`config.mk`:
```
export PLATFORM = sky130hd
export DESIGN_NAME = clk_src_sel
export DESIGN_NICKNAME = d
export VERILOG_FILES = /design/src/rtl/clksel_pkg.sv /design/src/rtl/clksel_regs.sv /design/src/rtl/clksel_mux.sv /design/src/rtl/clksel_out.sv /design/src/rtl/clk_src_sel.sv
export SDC_FILE = /design/constraint.sdc
export NUM_CORES = 1
export LEC_CHECK = 0
export BUFFER_PORTS_ARGS = -buffer_cell sky130_fd_sc_hd__buf_2
export CAP_MARGIN = 40
export CORE_MARGIN = 2
export CORE_UTILIZATION = 40
export CTS_BUF_LIST = sky130_fd_sc_hd__clkbuf_8
export DETAILED_ROUTE_END_ITERATION = 12
export SLEW_MARGIN = 20
export SYNTH_ARGS = -nofsm -noshare
export SYNTH_HDL_FRONTEND = slang
export SYNTH_SLANG_ARGS = --single-unit
```
`constraint.sdc`:
```
create_clock -name clk -period 3.05 [get_ports clk]
set_clock_uncertainty 0.1 [all_clocks]
set_input_delay 0 -clock clk [delete_from_list [all_inputs] [get_ports clk]]
set_output_delay 0 -clock clk [all_outputs]
set_load 0.03 [all_outputs]
```
`src/rtl/clksel_pkg.sv`:
```
// Shared constants for the clock source selector: byte bus width,
// register addresses and control bit positions.
package clksel_pkg;
    localparam int BUS_W        = 8;
    localparam int ADDR_W       = 3;
    localparam int CTL_EN_BIT   = 0;
    localparam int CTL_OVR_BIT  = 1;
    localparam int CTL_REC_BIT  = 2;
    localparam int SRC_FLAG_BIT = 7;

    typedef enum logic [ADDR_W-1:0] {
        A_RECN = 3'd0,
        A_RECM = 3'd1,
        A_PRGN = 3'd2,
        A_PRGM = 3'd3,
        A_CTRL = 3'd4,
        A_SEL  = 3'd5
    } reg_addr_e;
endpackage

```
`src/rtl/clksel_regs.sv`:
```
// Register bank for the clock source selector.
// Holds the recovery pair and its source flag, the programmable pair with a
// staged copy that M writes load, the control and select fields, and the
// recovery-active state. Assumes NW <= 8 and MW <= 7 so that the flag fits bit 7.
module clksel_regs
    import clksel_pkg::*;
#(
    parameter int NW = 8,
    parameter int MW = 7,
    parameter int CW = 5
) (
    input  logic              clk,
    input  logic              rst_n,
    input  logic              wr_en,
    input  logic [ADDR_W-1:0] wr_addr,
    input  logic [BUS_W-1:0]  wr_data,
    input  logic [ADDR_W-1:0] rd_addr,
    output logic [BUS_W-1:0]  rd_data,
    input  logic              wdt_tmo,
    output logic [NW-1:0]     rec_n,
    output logic [MW-1:0]     rec_m,
    output logic              rec_flag,
    output logic [NW-1:0]     ld_n,
    output logic [MW-1:0]     ld_m,
    output logic              prg_en,
    output logic              ovr_en,
    output logic [CW-1:0]     sw_sel,
    output logic              rec_act
);
    logic [NW-1:0] prg_n;
    logic [MW-1:0] prg_m;
    logic          clr_hit;

    assign clr_hit = wr_en && (wr_addr == A_CTRL) && wr_data[CTL_REC_BIT];

    // Purpose: capture byte writes into the mapped registers.
    always_ff @(posedge clk) begin
        if (!rst_n) begin
            rec_n    <= '0;
            rec_m    <= '0;
            rec_flag <= 1'b0;
            prg_n    <= '0;
            prg_m    <= '0;
            ld_n     <= '0;
            ld_m     <= '0;
            prg_en   <= 1'b0;
            ovr_en   <= 1'b0;
            sw_sel   <= '0;
        end else if (wr_en) begin
            case (reg_addr_e'(wr_addr))
                A_RECN: rec_n <= wr_data[NW-1:0];
                A_RECM: begin
                    rec_m    <= wr_data[MW-1:0];
                    rec_flag <= wr_data[SRC_FLAG_BIT];
                end
                A_PRGN: prg_n <= wr_data[NW-1:0];
                A_PRGM: begin
                    prg_m <= wr_data[MW-1:0];
                    ld_n  <= prg_n;
                    ld_m  <= wr_data[MW-1:0];
                end
                A_CTRL: begin
                    prg_en <= wr_data[CTL_EN_BIT];
                    ovr_en <= wr_data[CTL_OVR_BIT];
                end
                A_SEL:  sw_sel <= wr_data[CW-1:0];
                default: ;
            endcase
        end
    end

    // Purpose: enter recovery on a time-out, leave it on a write-one-to-clear.
    always_ff @(posedge clk) begin
        if (!rst_n)       rec_act <= 1'b0;
        else if (wdt_tmo) rec_act <= 1'b1;
        else if (clr_hit) rec_act <= 1'b0;
    end

    // Purpose: combinational read-back; unmapped addresses and unused bits read 0.
    always_comb begin
        rd_data = '0;
        case (reg_addr_e'(rd_addr))
            A_RECN: rd_data[NW-1:0] = rec_n;
            A_RECM: begin
                rd_data[MW-1:0]       = rec_m;
                rd_data[SRC_FLAG_BIT] = rec_flag;
            end
            A_PRGN: rd_data[NW-1:0] = prg_n;
            A_PRGM: rd_data[MW-1:0] = prg_m;
            A_CTRL: begin
                rd_data[CTL_EN_BIT]  = prg_en;
                rd_data[CTL_OVR_BIT] = ovr_en;
                rd_data[CTL_REC_BIT] = rec_act;
            end
            A_SEL:  rd_data[CW-1:0] = sw_sel;
            default: rd_data = '0;
        endcase
    end

    AST_TMO_ENTERS_RECOVERY: assert property (@(posedge clk) disable iff (!rst_n)
        wdt_tmo |=> rec_act);
    AST_W1C_LEAVES_RECOVERY: assert property (@(posedge clk) disable iff (!rst_n)
        (clr_hit && !wdt_tmo) |=> !rec_act);
    AST_PRGN_KEEPS_LOADED: assert property (@(posedge clk) disable iff (!rst_n)
        (wr_en && wr_addr == A_PRGN) |=> $stable({ld_n, ld_m}));
    AST_UNMAPPED_NO_EFFECT: assert property (@(posedge clk) disable iff (!rst_n)
        (wr_en && wr_addr > A_SEL) |=> $stable({rec_n, rec_m, rec_flag, prg_n, prg_m,
                                                ld_n, ld_m, prg_en, ovr_en, sw_sel}));
endmodule

```
`src/rtl/clksel_mux.sv`:
```
// Priority source selection.
// Decodes the strap code into a divider pair arithmetically and picks, in
// priority order, the recovery source, the loaded programmable pair, or the strap
// pair. Independently of that, it picks the ratio code from the strap or the
// select field. Purely combinational.
module clksel_mux #(
    parameter int NW     = 8,
    parameter int MW     = 7,
    parameter int CW     = 5,
    parameter int N_BASE = 50,
    parameter int N_STEP = 6,
    parameter int M_FIX  = 48
) (
    input  logic [CW-1:0] strap_code,
    input  logic [NW-1:0] rec_n,
    input  logic [MW-1:0] rec_m,
    input  logic          rec_flag,
    input  logic          rec_act,
    input  logic [NW-1:0] ld_n,
    input  logic [MW-1:0] ld_m,
    input  logic          prg_en,
    input  logic          ovr_en,
    input  logic [CW-1:0] sw_sel,
    output logic [NW-1:0] nxt_n,
    output logic [MW-1:0] nxt_m,
    output logic [CW-1:0] nxt_r
);
    logic [NW-1:0] strap_n;
    logic [MW-1:0] strap_m;

    assign strap_n = NW'(N_BASE) + NW'(N_STEP) * NW'(strap_code);
    assign strap_m = MW'(M_FIX);

    // Purpose: choose the divider pair by source priority.
    always_comb begin
        if (rec_act && rec_flag) begin
            nxt_n = rec_n;
            nxt_m = rec_m;
        end else if (rec_act) begin
            nxt_n = strap_n;
            nxt_m = strap_m;
        end else if (prg_en) begin
            nxt_n = ld_n;
            nxt_m = ld_m;
        end else begin
            nxt_n = strap_n;
            nxt_m = strap_m;
        end
    end

    // Purpose: choose the ratio code from the override bit.
    always_comb begin
        nxt_r = ovr_en ? sw_sel : strap_code;
    end
endmodule

```
`src/rtl/clksel_out.sv`:
```
// Output stage: registers the selected bus and raises a one-cycle strobe on
// each edge where the registered value changes. Assumes the bus is the
// concatenation of N, M and ratio. During reset it tracks the selection silently.
module clksel_out #(
    parameter int W = 20
) (
    input  logic         clk,
    input  logic         rst_n,
    input  logic [W-1:0] nxt,
    output logic [W-1:0] q,
    output logic         load_stb
);
    // Purpose: hold the selection and flag every change with one strobe cycle.
    always_ff @(posedge clk) begin
        if (!rst_n) begin
            q        <= nxt;
            load_stb <= 1'b0;
        end else begin
            q        <= nxt;
            load_stb <= (nxt != q);
        end
    end

    AST_CHANGE_GIVES_STROBE: assert property (@(posedge clk) disable iff (!rst_n)
        ($past(rst_n) && q != $past(q)) |-> load_stb);
    AST_STROBE_NEEDS_CHANGE: assert property (@(posedge clk) disable iff (!rst_n)
        ($past(rst_n) && load_stb) |-> (q != $past(q)));
endmodule

```
`src/rtl/clk_src_sel.sv`:
```
// Top of the clock frequency source selector: register bank, priority mux
// and output stage. Assumes inputs are synchronous to clk and wdt_tmo is a
// single-cycle pulse.
module clk_src_sel
    import clksel_pkg::*;
#(
    parameter int NW     = 8,
    parameter int MW     = 7,
    parameter int CW     = 5,
    parameter int N_BASE = 50,
    parameter int N_STEP = 6,
    parameter int M_FIX  = 48
) (
    input  logic              clk,
    input  logic              rst_n,
    input  logic              wr_en,
    input  logic [ADDR_W-1:0] wr_addr,
    input  logic [BUS_W-1:0]  wr_data,
    input  logic [ADDR_W-1:0] rd_addr,
    output logic [BUS_W-1:0]  rd_data,
    input  logic [CW-1:0]     strap_code,
    input  logic              wdt_tmo,
    output logic [NW-1:0]     pll_n,
    output logic [MW-1:0]     pll_m,
    output logic [CW-1:0]     ratio_code,
    output logic              load_stb
);
    localparam int OUT_W = NW + MW + CW;

    logic [NW-1:0]    rec_n, ld_n, nxt_n;
    logic [MW-1:0]    rec_m, ld_m, nxt_m;
    logic [CW-1:0]    sw_sel, nxt_r;
    logic             rec_flag, prg_en, ovr_en, rec_act;
    logic [OUT_W-1:0] out_q;

    clksel_regs #(.NW(NW), .MW(MW), .CW(CW)) u_regs (
        .clk(clk), .rst_n(rst_n), .wr_en(wr_en), .wr_addr(wr_addr),
        .wr_data(wr_data), .rd_addr(rd_addr), .rd_data(rd_data),
        .wdt_tmo(wdt_tmo), .rec_n(rec_n), .rec_m(rec_m), .rec_flag(rec_flag),
        .ld_n(ld_n), .ld_m(ld_m), .prg_en(prg_en), .ovr_en(ovr_en),
        .sw_sel(sw_sel), .rec_act(rec_act)
    );

    clksel_mux #(.NW(NW), .MW(MW), .CW(CW), .N_BASE(N_BASE),
                 .N_STEP(N_STEP), .M_FIX(M_FIX)) u_mux (
        .strap_code(strap_code), .rec_n(rec_n), .rec_m(rec_m),
        .rec_flag(rec_flag), .rec_act(rec_act), .ld_n(ld_n), .ld_m(ld_m),
        .prg_en(prg_en), .ovr_en(ovr_en), .sw_sel(sw_sel),
        .nxt_n(nxt_n), .nxt_m(nxt_m), .nxt_r(nxt_r)
    );

    clksel_out #(.W(OUT_W)) u_out (
        .clk(clk), .rst_n(rst_n), .nxt({nxt_n, nxt_m, nxt_r}),
        .q(out_q), .load_stb(load_stb)
    );

    assign {pll_n, pll_m, ratio_code} = out_q;
endmodule

```
==> run summary <==
The number of warnings issued by yosys is 0. The run finished with clean final reports. TritonCTS built the clock tree. In this run the critical register-to-register path is captured at u_out.load_stb.

The finished layout holds 610 standard cells, fillers aside. The startpoint of the worst register-to-register path is u_regs.rec_act. The first routing iteration left ~150 violations. The destination of the worst hold path is u_regs.prg_n[7]. The areal power density over the cells came out at about 540 nW/µm². The number of CTS-inserted buffers came out at 9.

The relative contribution of sequential cells to total power is ~40%. The post-route fraction of the period consumed by the critical path is between 90% and 100%. For this run, the register share of the synthesized area comes to ~38%.

The worst setup path is captured at a flip-flop. For this configuration, the core starts out at a cell density of ~41%. The detail-routed via count per cell is approximately 5.4. The maximum number of pins on one net before global-route repair came out at 29. The headroom to the max-slew limit is a little under half.

The post-placement cell count is 574. Across the run, the number of max-cap violations was 0. The initial antenna violation count came out at 0. The number of sinks handled by clock tree synthesis came out at 68. The clock insertion delay at the later pin of the skew report is roughly 0.36 ns. The total wire length is 10,400 µm. The number of pins exceeding their max-slew limit in the final report is 0. Among cell families on the critical path, the largest total delay comes from simple AND/OR/NAND/NOR gates.

The setup-violating endpoint count in the final report came out at 0. The post-synthesis async set-or-reset flop share is 0%. The depth of the worst register-to-register path is 6. The count of unresolved DRC violations after routing came out at 0. At the pin with the least slew margin, the transition time is a little under 0.8 ns. The depth of the critical timing path with buffers and inverters included came out at 10. The number of synthesized flops with an enable pin came out at 0.

The count of nets left with antenna violations once routing finished came out at 0. The critical-path maximum fanout is 7. The clock tree root buffer cell is clkbuf_8. The die is 99.2 µm tall.

The register bit count reported by yosys came out at around 70. The post-layout net count came out at ~530. The number of vias in the routed layout came out at 3,321.

The clock-pin slew on the worst setup and hold paths came out at about 0.080 ns. In the layout the commonest cells are nand2_1 (85), dfxtp_1 (68), buf_2 (51), a21oi_1 (39), nor2_1 (31). When the netlist entered floorplanning its net count stood at between 400 and 500. The die width is about 100 µm. The core footprint came out at approximately 8800 µm². The minimum clock period after layout came out at 2.88 ns. The switching fraction of total power is ~28%. The overall fraction of global-route tracks in use is between 20% and 30%. For this run, the slowest stage of the critical path takes 0.55 ns. In the final layout, the share of cells above drive strength 1 is 20.3%. The final routed wire length divided by cell count came out at around 17 µm. The total die area is around 10000 µm². The count of endpoints failing hold in the final timing report is 0. IR analysis of the VDD net gives a maximum drop of between 0.2 and 0.3 mV. Leaving out fill and tap cells, the most frequent cell in the layout is nand2_1. The count of buffering cells on the critical path with inverters included is 2. The switching power is around 670 µW.

The number of antenna diodes in the final layout is 0. The buffers inserted during post-CTS setup optimization came out at 0. The dominant register cell in the synthesized netlist is dfxtp_1.

The total of buffers placed on input and output ports came out at about 50. For this run, the top clock speed supported by timing is between 0.3 and 0.4 GHz. The required time at the worst-slack endpoint came out at approximately 3.2 ns.

The final setup TNS came out at 0 ns. The average cell area after synthesis came out at ~8.4 µm². Cell internal power was estimated by the tool at 1.76 mW.

The register-to-register setup slack came out at ~0.6 ns. Pin placement for this block handled between 50 and 60 I/O pins. The number of cells traversed by the worst hold path is 5. The cell area that synthesis handed to floorplanning was between 3000 and 4000 µm².

Routability-driven placement finished with a final weighted congestion of ~0.87. The area taken by flip-flops and latches is around 1400 µm². The area of the multi-input gates is ~2100 µm². The worst setup path is of the in -> reg kind. The slowest stage of the critical path is the dlygate4sd3_1 cell. The final-layout fill cell count is 865. The combinational share of power is 17.7%.

The number of iterations in the first detailed-routing pass is 4. The synthesized netlist contains 55 unique library cells. The worst hold path belongs to the class in -> reg. The maximum buffer depth of the clock tree is 2. At the worst endpoint, the arrival time is 3.01 ns.

Setup repair after global routing left no endpoint under its margin. The placed wire-length estimate is 7580 µm. The area growth from synthesis to layout is 23.6%. The total number of placement rows is 34. STA classifies the critical path startpoint as an input port. The H-tree depth is 3. The wire length of the first global-routing pass came out at around 17,000 µm. The number of instances in the synthesized netlist came out at 430.

The clock network burns 42.4% of the power. The startpoint identified for the worst hold timing path is wr_addr[1]. The leakage power of the design came out at between 1.5 and 2 nW. Traced cell by cell, the critical path runs through dlygate4sd3_1, buf_2, ha_2, fa_2, and3b_1, or4_4, and2_2, xnor3_1, a211oi_2, a41oi_2. The via count of the first global-routing pass is between 3,000 and 4,000. The final global-route overflow total is 0.
## cell usage after synthesis, types with 3 or more instances
master / number / share of area (%)
a211oi_1: 4 / 0.83
a21oi_1: 39 / 5.4
a22o_1: 4 / 0.97
a22oi_1: 3 / 0.62
a31oi_1: 5 / 0.86
and2_1: 3 / 0.52
clkbuf_1: 20 / 2.1
dfxtp_1: 68 / 38
ha_1: 7 / 2.4
inv_1: 13 / 1.3
mux2_2: 7 / 2.2
mux2i_1: 20 / 5.5
mux4_2: 5 / 3.1
nand2_1: 85 / 8.8
nand2b_1: 8 / 1.4
nand3_1: 8 / 1.1
nand3b_1: 3 / 0.62
nand4b_1: 4 / 0.97
nor2_1: 31 / 3.2
nor2b_1: 3 / 0.52
nor3_1: 3 / 0.41
nor3b_1: 4 / 0.83
nor4_1: 3 / 0.52
o2111ai_1: 3 / 0.73
o211ai_1: 3 / 0.62
o21ai_0: 10 / 1.4
o221ai_1: 3 / 0.73
o22ai_1: 4 / 0.69
or2_2: 3 / 0.52
xnor2_1: 11 / 2.7
xor2_1: 9 / 2.2
## state kept, by name, summed over array words and instances (netlist names)
signal,flops
u_out.q,20
u_out.load_stb,1
u_regs.ld_n,8
u_regs.rec_m,7
u_regs.rec_act,1
u_regs.prg_n,8
u_regs.rec_n,8
u_regs.sw_sel,5
u_regs.rec_flag,1
u_regs.ovr_en,1
u_regs.prg_en,1
u_regs.prg_m,7
## layout make-up
type,count,area share (%)
Multi-Input combinational cell,326,47.7
Clock inverter,6,3.02
Tap cell,108,3.02
Inverter,13,1.09
Clock buffer,10,3.07
Timing Repair Buffer,79,11.7
Sequential cell,68,30.4
## metrics by stage
stage	power [mW]	util [%]	hold WS, ns	setup WS (ns)	area [µm²]
4_1_cts	2.43	50.6	0.0643	0.0557	4440
5_1_grt	2.52	51.1	0.108	0.0302	4480
6_report	2.43	51.1	0.0698	0.169	4480
3_3_place_gp	1.38	45.2	0.110	0.289	3960
3_5_place_dp	1.39	45.4	0.117	0.248	3980
2_1_floorplan	1.27	-	0.0174	0.492	3620
## worst max-delay path by stage
| stage | startpoint | end | slack [ns] |
|---|---|---|---|
| 2_1_floorplan | strap_code[0] | u_out.load_stb | 0.49 |
| 3_3_place_gp | strap_code[0] | u_out.load_stb | 0.29 |
| 3_5_place_dp | strap_code[0] | u_out.load_stb | 0.25 |
| 4_1_cts | strap_code[0] | u_out.load_stb | 0.06 |
| 5_1_grt | strap_code[0] | u_out.load_stb | 0.03 |
| 6_report | strap_code[0] | u_out.load_stb | 0.17 |
## power by group through the flow
stage | clock, mW | combinational, mW | sequential [mW]
after floorplan | 0 | 0.242 | 1.03
after global placement | 0 | 0.394 | 0.987
after detailed placement | 0 | 0.400 | 0.988
after CTS | 1.04 | 0.419 | 0.967
after global routing | 1.08 | 0.473 | 0.973
final | 1.03 | 0.430 | 0.968
## cells by family after synthesis
logic type / share of synthesized area [%]
flip-flops: 37.6
XOR/XNOR: 5.46
AND/OR/NAND/NOR: 22.6
adder cells (fa/ha/maj): 2.97
buffers and inverters: 3.94
AO/OA/AOI/OAI: 16.1
multiplexers: 11.4
## what timing repair did
item | CTS | global route
endpoints found under the setup margin | 0 | 1
hold buffers | 18 | 1
endpoints found under the hold margin | 45 | 2
gates resized for setup | 0 | 5
## layer usage
layer / GRT usage, % / wire length, µm / vias up
li1: - / - / 1660
met5: 0 / 0 / -
met3: 3.87 / 556 / 18
met2: 34.3 / 4830 / 87
met1: 29.2 / 4780 / 1556
met4: 9.91 / 230 / 0
## worst register-to-register path: stages, from the launching register on
cell	delay (ns)
dfxtp_1	0.47
nor2b_1	0.60
nor2_1	0.26
nor4b_1	0.22
nor3b_1	0.34
xnor2_1	0.19
a41oi_2	0.13
Note: power is estimated with default switching activity, not from simulation.
